--- src/rtl/keyed_wdt.sv ---
module keyed_wdt #(
  parameter int W = 32,
  parameter logic [W-1:0] UNLOCK_KEY = 32'hF1D0DEAD
) (
  input  logic         clk,
  input  logic         rst_n,
  input  logic         tick_en,
  input  logic         bus_we,
  input  logic [3:0]   bus_addr,
  input  logic [W-1:0] bus_wdata,
  output logic [W-1:0] bus_rdata,
  input  logic         clr_pulse,
  input  logic [9:8]   clr_mask,
  output logic         irq_thr,
  output logic         irq_tmo
);
  localparam logic [3:0] OFS_CNT = 4'h0;
  localparam logic [3:0] OFS_THR = 4'h4;
  localparam logic [3:0] OFS_EN  = 4'h8;
  localparam logic [3:0] OFS_KEY = 4'hC;
  localparam logic [W-1:0] ONE  = W'(1);
  localparam logic [W-1:0] ZERO = '0;

  logic [W-1:0] cnt_q, thr_q;
  logic en_q, armed_q, done_q, thr_flag_q, tmo_flag_q;

  wire guarded = (bus_addr == OFS_CNT) || (bus_addr == OFS_THR) || (bus_addr == OFS_EN);
  wire wr_key  = bus_we && (bus_addr == OFS_KEY);
  wire wr_ok   = bus_we && armed_q && guarded;
  wire ld_cnt  = wr_ok && (bus_addr == OFS_CNT);
  wire ld_thr  = wr_ok && (bus_addr == OFS_THR);
  wire ld_en   = wr_ok && (bus_addr == OFS_EN);
  wire dec     = en_q && tick_en && (cnt_q != ZERO) && !ld_cnt;
  wire hit_thr = en_q && (thr_q != ZERO) && (cnt_q == thr_q) && !done_q;
  wire hit_tmo = dec && (cnt_q == ONE);
  wire [W-1:0] load_val = (bus_wdata == ZERO) ? ONE : bus_wdata;

  always_ff @(posedge clk or negedge rst_n) begin
    if (!rst_n) begin
      cnt_q      <= '1;
      thr_q      <= '0;
      en_q       <= 1'b0;
      armed_q    <= 1'b0;
      done_q     <= 1'b0;
      thr_flag_q <= 1'b0;
      tmo_flag_q <= 1'b0;
    end else begin
      if (wr_key)
        armed_q <= (bus_wdata == UNLOCK_KEY);
      else if (bus_we && guarded)
        armed_q <= 1'b0;

      if (ld_cnt)   cnt_q <= load_val;
      else if (dec) cnt_q <= cnt_q - ONE;

      if (ld_thr) thr_q <= bus_wdata;
      if (ld_en)  en_q  <= bus_wdata[0];

      if (ld_cnt)       done_q <= 1'b0;
      else if (hit_thr) done_q <= 1'b1;

      thr_flag_q <= hit_thr | (thr_flag_q & ~(clr_pulse & clr_mask[8]));
      tmo_flag_q <= hit_tmo | (tmo_flag_q & ~(clr_pulse & clr_mask[9]));
    end
  end

  always_comb begin
    bus_rdata = '0;
    case (bus_addr)
      OFS_CNT: bus_rdata = cnt_q;
      OFS_THR: bus_rdata = thr_q;
      OFS_EN:  bus_rdata[0] = en_q;
      OFS_KEY: begin
        bus_rdata[8] = thr_flag_q;
        bus_rdata[9] = tmo_flag_q;
      end
      default: bus_rdata = '0;
    endcase
  end

  assign irq_thr = thr_flag_q;
  assign irq_tmo = tmo_flag_q;
endmodule

--- config.mk ---
export PLATFORM = sky130hd
export DESIGN_NAME = keyed_wdt
export DESIGN_NICKNAME = d
export VERILOG_FILES = /design/src/rtl/keyed_wdt.sv
export SDC_FILE = /design/constraint.sdc
export NUM_CORES = 1
export LEC_CHECK = 0
export BUFFER_PORTS_ARGS = -buffer_cell sky130_fd_sc_hd__buf_2
export CAP_MARGIN = 20
export CORE_MARGIN = 3
export CORE_UTILIZATION = 61
export DETAILED_ROUTE_END_ITERATION = 10
export HOLD_SLACK_MARGIN = 0.06
export PLACE_DENSITY = 0.88
export SLEW_MARGIN = 20
export SYNTH_ARGS = -nofsm -noshare
export SYNTH_HDL_FRONTEND = slang
export SYNTH_SLANG_ARGS = --single-unit
export TNS_END_PERCENT = 5
--- constraint.sdc ---
create_clock -name clk -period 3.9 [get_ports clk]
set_clock_uncertainty 0.15 [all_clocks]
set_input_delay 0.78 -clock clk [delete_from_list [all_inputs] [get_ports clk]]
set_output_delay 0.78 -clock clk [all_outputs]
set_load 0.005 [all_outputs]
==> reports/summary.txt, run 1 <==
R2r setup slk -> 950 ps
Startpoint types -> flip-flop
Die height -> 92.29 um
Top cell type by total area after synthesis -> dfrtp_1
Worst Hold Slack -> 278.9 ps
Ys flop type -> dfrtp_1
Final Util -> 74.35%
Clk slew on worst S/H paths -> 80 ps
Worst setup path endpoint -> cnt_q[12]
Worst slew pin tran -> 855.6 ps
DRT Pass-1 Iters -> 5
Largest net degree at the start of global routing -> 45
Top delay family on crit path -> simple AND/OR/NAND/NOR gates
Register area share after synthesis -> 38.90%
Most numerous cell on the critical path -> or4_4
GRT Overall Usage -> 35.24%
Wirelength per Cell -> 22.74 um
Synth top area cells -> dfrtp_1 20%, dfstp_2 19%, mux2_2 8.2%
WP buf/inv -> 1
Setup violations, final -> 0
R2r worst-path depth -> 6
RSZ-0062 raised after global routing -> no
Critical-path cell list -> or4_4 > or4_4 > o31ai_4 > buf_4 > o31ai_1 > a31oi_1
Yosys top cell area share -> 20.39%
Cell Area, Placed -> 4980 um^2
I/O Buffers -> 76
GP Congestion -> 0.9895
Final TNS setup -> 0 ps
Die area -> 8517 um^2
Synth Area per Inst -> 9.562 um^2
Mapped Nets -> 520
Total grt overflow -> 0
Leakage -> 2.463 nW
Total Wirelength -> 14.60 mm
Layout Nets -> 586
CP Data Required Time -> 4020 ps
H-tree Lvls -> 3
CP max-delay cell -> o31ai_4
Status -> complete, no violations
Max Fclk -> 339.5 MHz
Worst-Skew Late Latency -> 350 ps
FF-to-FF End -> cnt_q[12]
Slew margin rel. -> 42.69%
Slew Limit Fails -> 0
Synth warnings -> 0
Final min period -> 2946 ps
DRC errors left -> 0
Min-Delay Path Class -> in2async
Post-synthesis cell count -> 475
# IOs -> 77
Ant diodes -> 0
FFs w/ async S/R, synth -> 100.0%
Row cnt -> 30
Cell count along the critical path -> 6
Num CTS Buffers -> 9
First-pass GRT wire length -> 23.39 mm
Vias/cell -> 7.237
CTS Hold Bufs -> 0
Die X-Extent -> 92.29 um
Crit. End Element -> flip-flop
Final ANT Viol Nets -> 0
Mapped Area -> 4542 um^2
Initial core utilization -> 64.71%
Worst-path fanout max -> 14
Fin crit share -> 75.53%
Hold Fails Final Rpt -> 0
Peak VDD IR -> 0.0001878 V
Seq cells post-synth -> 69
Worst Setup SP -> cnt_q[26]
DRT iter0 DRCs -> 573
TritonCTS clock tree -> done
Ratio of cells with drive above 1 in the final layout -> 32.78%
Vias after detailed routing -> 4646
Cell Pwr Density -> 288.2 nW/um^2
Clock sink total -> 69
Kind of critical path -> reg2reg
Post-CTS sizing -> 0
HPWL after DPL -> 10.39 mm
Unique masters post-synth -> 57
Design area -> 5219 um^2
Root Driver -> clkbuf_8
Vias in the first global route -> 4319
Number of flops mapped to enable cells by yosys -> 0
Crit Reg-Reg Startpoint -> cnt_q[26]
Core footprint -> 7019 um^2
Arr. time, crit path -> 3070 ps
Maximum capacitance violations -> 0
Slowest stage delay, CP -> 600 ps
Initial antenna violation count -> 0
Setup Buffers After CTS -> 0
Clk buf depth -> 2
Most frequent cell after synthesis -> dfrtp_1
Post-synth top cells -> 37 x dfrtp_1, 35 x nand2_1, 33 x mux2_2
Synthesis-to-finish area growth -> 14.90%
[kinds of logic (layout without fill, tap and decap cells)]
group	count (synthesis)	count (layout)	synth area share, %
flip-flops	69	69	38.90
XOR/XNOR	36	36	6.942
AO/OA/AOI/OAI	97	97	16.50
adder cells (fa/ha/maj)	2	2	0.5509
multiplexers	36	36	8.843
AND/OR/NAND/NOR	196	196	24.30
buffers and inverters	39	110	3.967
[worst min-delay path by stage]
stage	to	start	slack (ps)
6_report	thr_q[12]	rst_n	280
5_1_grt	thr_q[12]	rst_n	330
4_1_cts	thr_q[12]	rst_n	290
3_5_place_dp	irq_thr	done_q	310
3_3_place_gp	irq_thr	done_q	300
2_1_floorplan	irq_thr	done_q	290
[worst reg2reg max path: cells and delay by family, from the launching register on]
kind	cells	cell delay (ps)
AOI/OAI and AO/OA	3	890
buffers and inverters	1	290
DFF	1	420
and+or+nand+nor	2	1120
[sequential cells by signal, summed over array words and instances, names as in the netlist]
register  cells
thr_q        32
done_q        1
en_q          1
irq_tmo       1
cnt_q        32
irq_thr       1
armed_q       1
[metal layers]
layer	part of all wire, %	GRT usage (%)	up-vias
met5	0	0	-
li1	-	-	1964
met1	38	47.40	2229
met4	5.6	17.57	0
met2	46	56.08	371
met3	11	4.874	82
[placed cells by master (no fill, tap or decap), types with 10 or more instances in the layout]
cell type	synthesis	routed
nand4_1	14	14
buf_2	1	76
nand3_1	17	17
mux2_2	33	33
or4_1	16	16
dfrtp_1	37	37
buf_4	0	10
nor4_1	29	27
a22o_1	30	30
or3_1	13	13
nand2_1	35	35
xor2_1	31	31
nor2_1	32	32
dfstp_2	32	32
o21ai_0	12	12
a31oi_1	14	14
nor3_1	11	11
[through the flow]
step | setup WS [ps] | std cells | power, mW
2_1_floorplan | 659.3 | 475 | 0.7436
3_3_place_gp | 1042 | 626 | 0.8011
3_5_place_dp | 956.5 | 626 | 0.8030
4_1_cts | 976.8 | 642 | 1.506
5_1_grt | 858.6 | 642 | 1.543
6_report | 954.1 | 642 | 1.504
[area by class of cell]
class                   count  area, um^2
clock buffers              10       127.6
clock inverters             6       111.4
fillers                   534        1800
inverters                   8       30.03
multi-input cells         367        2608
flip-flops and latches     69        1767
well taps                  96       120.1
repair buffers             86       455.4
[power breakdown]
| part | switching [mW] | internal [mW] |
|---|---|---|
| combinational | 0.0524 | 0.0230 |
| clock | 0.287 | 0.425 |
| sequential | 0.0000000187 | 0.717 |
Power figures use the tool's default switching activity.
==> run 2, diff against run 1 <==
--- a/config.mk
+++ b/config.mk
@@ -8,10 +8,10 @@
 export BUFFER_PORTS_ARGS = -buffer_cell sky130_fd_sc_hd__buf_2
 export CAP_MARGIN = 20
 export CORE_MARGIN = 3
-export CORE_UTILIZATION = 61
+export CORE_UTILIZATION = 52
 export DETAILED_ROUTE_END_ITERATION = 10
 export HOLD_SLACK_MARGIN = 0.06
-export PLACE_DENSITY = 0.88
+export PLACE_DENSITY = 0.8
 export SLEW_MARGIN = 20
 export SYNTH_ARGS = -nofsm -noshare
 export SYNTH_HDL_FRONTEND = slang
==> constraint.sdc (replaced) <==
create_clock -name clk -period 2.4 [get_ports clk]
set_clock_uncertainty 0.15 [all_clocks]
set_input_delay 0.48 -clock clk [delete_from_list [all_inputs] [get_ports clk]]
set_output_delay 0.48 -clock clk [all_outputs]
set_load 0.005 [all_outputs]
==> run 2 against run 1 <==
  * The run now ends with negative setup slack left
  * Core utilization shrank 4.7 points
  * Worst setup slack lost 960 ps
  * Maximum frequency grew 22%
  * Register-to-register slack lost 960 ps
  * Non-clock buffer count grew 55
  * First-iteration DRC count shrank 27%
  * Flip-flop and latch count is the same
  * Global-route usage shrank 3.3 points
  * Critical path type unchanged
  * Critical endpoint is now cnt_q[15]
  * Largest cell class unchanged
  * Highest routed layer unchanged
==> reports/summary.txt, run 2 (synthesis results as in run 1) <==
Top flop regs -> cnt_q (32), thr_q (32)
Worst-path fanout max -> 8
HPWL after DPL -> 11.50 mm
Arr. time, crit path -> 2540 ps
Total Wirelength -> 15.56 mm
Most numerous cell on the critical path -> or4_4
Die area -> 9891 um^2
Vias in the first global route -> 4554
Num CTS Buffers -> 9
CP max-delay cell -> or4_4
Area taken by multi-input logic gates -> 2729 um^2
Pre-CTS WS -> -48.49 ps
Number of fillers in the final layout -> 668
DRC errors left -> 0
Slew Limit Fails -> 0
Fin crit share -> 100.3%
Top delay family on crit path -> simple AND/OR/NAND/NOR gates
Leakage -> 2.792 nW
Min-Delay Path Class -> in2reg
RSZ-0062 raised after global routing -> yes
Ratio of cells with drive above 1 in the final layout -> 40.60%
Crit. End Element -> flip-flop
CP Data Required Time -> 2530 ps
Comb power frac -> 5.6%
Sw Ratio -> 23.23%
DRT Pass-1 Iters -> 5
Slowest stage delay, CP -> 560 ps
First-pass GRT wire length -> 24.52 mm
Design area -> 5812 um^2
Kind of critical path -> reg2reg
DRT iter0 DRCs -> 418
Hold Fails Final Rpt -> 0
Final min period -> 2408 ps
Vias/cell -> 6.584
Clk slew on worst S/H paths -> 80 ps
Startpoint types -> flip-flop
Switching power -> 0.5516 mW
Failing checks -> negative setup slack
Worst slew pin tran -> 571.6 ps
GP Congestion -> 0.9368
Initial antenna violation count -> 0
Setup violations, final -> 2
Worst-Skew Late Latency -> 350 ps
Final Util -> 69.68%
I/O Buffers -> 76
Maximum capacitance violations -> 0
Core footprint -> 8341 um^2
Ant diodes -> 0
Wirelength per Cell -> 22.04 um
Largest net degree at the start of global routing -> 70
# IOs -> 77
Max Fclk -> 415.2 MHz
P_int -> 1.823 mW
Clock power frac -> 45.3%
WP buf/inv -> 1
Flop pwr share -> 49.0%
Final ANT Viol Nets -> 0
Total grt overflow -> 0
Setup ws final -> -8.195 ps
Cell Area, Placed -> 5479 um^2
Register area -> 1767 um^2
Clock sink total -> 69
TritonCTS clock tree -> done
Critical-path cell list -> or4_4 > or4_4 > o31ai_4 > buf_4 > o311ai_0 > o21a_1
Die X-Extent -> 99.46 um
Synthesis-to-finish area growth -> 27.96%
Clk buf depth -> 2
H-tree Lvls -> 3
Cell Pwr Density -> 408.6 nW/um^2
Row cnt -> 33
Initial core utilization -> 54.46%
GRT Overall Usage -> 31.95%
Root Driver -> clkbuf_8
Commonest cells after routing, fill and taps aside -> 76 x buf_2, 58 x buf_4, 37 x dfrtp_1
Die height -> 99.46 um
Layout Nets -> 641
Slew margin rel. -> 61.54%
Status -> finished with violations
Overall Power -> 2.375 mW
Vias after detailed routing -> 4648
Peak VDD IR -> 0.0002606 V
Commonest non-fill, non-tap cell in the layout -> buf_2
[run 2: cell types whose count changed in the layout (fill, tap and decap cells not counted), moves of 2 or more]
cell | before | now
or4_1 | 16 | 13
nor4_1 | 27 | 25
nor4_4 | 1 | 5
a31oi_1 | 14 | 12
buf_12 | 0 | 5
or4_4 | 2 | 5
nor4_2 | 3 | 1
buf_4 | 10 | 58
[run 2: worst reg2reg max path, stage by stage, from the launching register on]
cell and delay (ps):
dfstp_2 380, or4_4 560, or4_4 480, o31ai_4 250, buf_4 220, o311ai_0 160
o21a_1 150
[run 2: metal layers]
metal	up-vias	part of all wire [%]	track usage [%]	wire length, um
met1	2266	41	42.54	6350
met2	260	47	50.98	7330
met3	44	8.0	5.470	1245
met5	-	0	0	0
li1	2078	-	-	-
met4	0	4.1	14.71	632
[run 2: final cells by class]
type                       count  share of cell area (%)
timing repair buffer         141                   16.12
tap                          105                   2.260
sequential                    69                   30.40
clock buffer                  12                   2.497
inverter                       8                  0.5167
multi-input combinational    367                   46.95
clock inverter                 4                   1.249
[run 2: power groups by stage]
stage | clock network (mW) | logic, mW | registers [mW]
2_1_floorplan | 0 | 0.0239 | 1.19
3_3_place_gp | 0 | 0.127 | 1.19
3_5_place_dp | 0 | 0.130 | 1.19
4_1_cts | 1.08 | 0.131 | 1.16
5_1_grt | 1.13 | 0.145 | 1.16
6_report | 1.08 | 0.134 | 1.16
[run 2: path summary, 6_finish.rpt]
kind	cells past startpoint	startpoint	slack, ps	endpoint
worst max-delay path	6	cnt_q[26]	-8	cnt_q[15]
worst min-delay path	3	bus_wdata[1]	210	cnt_q[1]
worst max register to register	6	cnt_q[26]	-8	cnt_q[15]
worst min register to register	1	done_q	310	irq_thr
max in group asynchronous	3	rst_n	1220	cnt_q[27]
min in group asynchronous	3	rst_n	530	thr_q[11]
[run 2: repair_timing]
item / 4_1_cts / 5_1_grt
endpoints found under the setup margin: 10 / 32
hold endpoints to repair: 37 / 0
resized for setup: 5 / 11
pin swaps: 1 / 4
setup buffers: 0 / 0
hold buffers: 1 / 0
[run 2: stage by stage]
step / hold WS, ps / setup TNS (ps) / std cells
2_1_floorplan: 34.41 / -757.2 / 475
3_3_place_gp: 297.5 / -6.173 / 689
3_5_place_dp: 304.2 / -134.7 / 689
4_1_cts: 207.6 / -5.132 / 706
5_1_grt: 206.9 / -168.3 / 706
6_report: 212.6 / -8.762 / 706
==> run 3, diff against run 2 <==
--- a/config.mk
+++ b/config.mk
@@ -8,10 +8,10 @@
 export BUFFER_PORTS_ARGS = -buffer_cell sky130_fd_sc_hd__buf_2
 export CAP_MARGIN = 20
 export CORE_MARGIN = 3
-export CORE_UTILIZATION = 52
+export CORE_UTILIZATION = 57
 export DETAILED_ROUTE_END_ITERATION = 10
 export HOLD_SLACK_MARGIN = 0.06
-export PLACE_DENSITY = 0.8
+export PLACE_DENSITY = 0.83
 export SLEW_MARGIN = 20
 export SYNTH_ARGS = -nofsm -noshare
 export SYNTH_HDL_FRONTEND = slang
==> constraint.sdc (replaced) <==
create_clock -name clk -period 2.61 [get_ports clk]
set_clock_uncertainty 0.15 [all_clocks]
set_input_delay 0.522 -clock clk [delete_from_list [all_inputs] [get_ports clk]]
set_output_delay 0.522 -clock clk [all_outputs]
set_load 0.005 [all_outputs]
==> run 3 against run 2 <==
  * The run now ends clean
  * First-iteration DRC count rose by 4.3%
  * Die area fell by 8.2%
  * Flip-flop and latch count did not move
  * Critical path depth rose by 1
  * Maximum frequency fell by 5.6%
  * Combinational power fell by 9%
  * Clock power fell by 21%
  * Critical endpoint is now cnt_q[12]
==> reports/summary.txt, run 3 (synthesis results as in run 1) <==
Status -> complete, no violations
Slew Limit Fails -> 0
Clk slew on worst S/H paths -> 80 ps
Min-Delay Path Class -> in2reg
Die height -> 95.27 um
Routed met3 length -> 1.535 mm
Top flop regs -> cnt_q (32), thr_q (32)
Final min period -> 2551 ps
Wirelength per Cell -> 22.77 um
Largest net degree at the start of global routing -> 70
Worst slew pin tran -> 594.3 ps
Max Fclk -> 392.1 MHz
Slew margin rel. -> 60.08%
Leakage -> 2.623 nW
Startpoint types -> flip-flop
Root Driver -> clkbuf_8
Peak VDD IR -> 0.0003167 V
Vias in the first global route -> 4395
Kind of critical path -> reg2reg
Final ANT Viol Nets -> 0
Initial antenna violation count -> 0
Ratio of cells with drive above 1 in the final layout -> 37.31%
DRT Pass-1 Iters -> 5
GP Congestion -> 1.020
# IOs -> 77
Setup violations, final -> 0
Row cnt -> 31
Hold Fails Final Rpt -> 0
Crit. End Element -> flip-flop
Arr. time, crit path -> 2680 ps
Synthesis-to-finish area growth -> 21.24%
Die area -> 9075 um^2
Hold depth -> 3
Commonest non-fill, non-tap cell in the layout -> buf_2
Cell Count Post-Placement -> 661
Total grt overflow -> 0
Worst-Skew Late Latency -> 370 ps
Core footprint -> 7486 um^2
Worst-path fanout max -> 20
Maximum capacitance violations -> 0
First-pass GRT wire length -> 24.03 mm
CP Data Required Time -> 2740 ps
Vias/cell -> 6.869
I/O Buffers -> 76
Ant diodes -> 0
Wl on met1 -> 6.209 mm
H-tree Lvls -> 3
Top layer in use -> met4
Cell count along the critical path -> 7
Critical-path cell list -> nor4_4 > buf_4 > nand4_1 > o31ai_4 > buf_12 > or4b_2 > a31oi_1
Initial core utilization -> 60.67%
Commonest cells after routing, fill and taps aside -> 76 x buf_2, 37 x dfrtp_1, 37 x buf_4
Final Non-Filler Cells -> 678
Clk buf depth -> 2
Total Wirelength -> 15.44 mm
RSZ-0062 raised after global routing -> no
WP buf/inv -> 2
Met2 WL -> 7.144 mm
DRT iter0 DRCs -> 436
HPWL after DPL -> 11.47 mm
CP max-delay cell -> or4b_2
Layout Nets -> 619
Slowest stage delay, CP -> 640 ps
GRT Overall Usage -> 35.23%
Vias after detailed routing -> 4657
TritonCTS clock tree -> done
Top delay family on crit path -> simple AND/OR/NAND/NOR gates
Final Util -> 73.56%
Fin crit share -> 97.73%
R2r worst-path depth -> 7
Die X-Extent -> 95.27 um
DRC errors left -> 0
Setup Buffers After CTS -> 0
Clock sink total -> 69
Cell Pwr Density -> 370.8 nW/um^2
Num CTS Buffers -> 9
Number of fillers in the final layout -> 588
[run 3: changes by cell type in the layout (fill, tap and decap cells not counted), moves of 2 or more]
cell,change
buf_4,-21
nor4_4,-4
clkinvlp_4,+3
nor4_2,+3
or4_1,+3
or4_4,-3
bufinv_16,-2
clkbuf_1,-2
[run 3: worst reg2reg max path, stage by stage (launching register included)]
cell     delay, ps
dfstp_2        630
nor4_4          80
buf_4          160
nand4_1        270
o31ai_4        130
buf_12         170
or4b_2         650
a31oi_1        220
[run 3: metal layers]
metal  vias to the layer above  track usage, %
li1                       2037               -
met1                      2261           48.14
met2                       313           54.69
met3                        46           6.235
met4                         0           15.50
met5                         -               0
[run 3: through the flow]
step / TNS (ps) / hold slack [ps] / power [mW] / worst slack (ps) / area [um^2]
finish: 0 / 239.9 / 2.042 / 59.36 / 5507
global route: 0 / 254.1 / 2.088 / 4.906 / 5507
CTS: 0 / 238.7 / 2.036 / 21.46 / 5489
detailed placement: -34.44 / 321.5 / 1.209 / -34.44 / 5286
global placement: 0 / 304.8 / 1.207 / 44.08 / 5286
floorplan: -3.219 / 76.41 / 1.111 / -3.219 / 4544
[run 3: timing repair]
| action | 4_1_cts | 5_1_grt |
|---|---|---|
| hold endpoints to repair | 37 | 0 |
| gates resized for setup | 1 | 3 |
| setup endpoints to repair | 2 | 7 |
| hold buffers | 1 | 0 |
| pin swaps | 0 | 1 |
[run 3: power by group]
| group | switching [mW] | total [mW] | internal (mW) | leakage (nW) |
|---|---|---|---|---|
| registers | 0.0000000315 | 1.07 | 1.07 | 0.843 |
| logic | 0.0812 | 0.122 | 0.0410 | 1.70 |
| clock network | 0.454 | 0.849 | 0.395 | 0.0836 |
| total | 0.535 | 2.04 | 1.51 | 2.62 |
[run 3: path summary, 6_finish.rpt]
kind,from,end,slack (ps)
max,cnt_q[4],cnt_q[12],60
min,bus_wdata[1],cnt_q[1],240
max reg2reg,cnt_q[4],cnt_q[12],60
min reg2reg,done_q,irq_thr,330
max in group asynchronous,rst_n,cnt_q[27],1400
min in group asynchronous,rst_n,thr_q[8],570
[run 3: area by class of cell]
class	instances	area [um^2]	share of cell area, %
multi-input combinational	367	2631	47.78
inverter	8	30.03	0.5453
sequential	69	1767	32.08
tap	99	123.9	2.249
timing repair buffer	119	768.2	13.95
clock buffer	11	151.4	2.749
clock inverter	5	35.03	0.6362
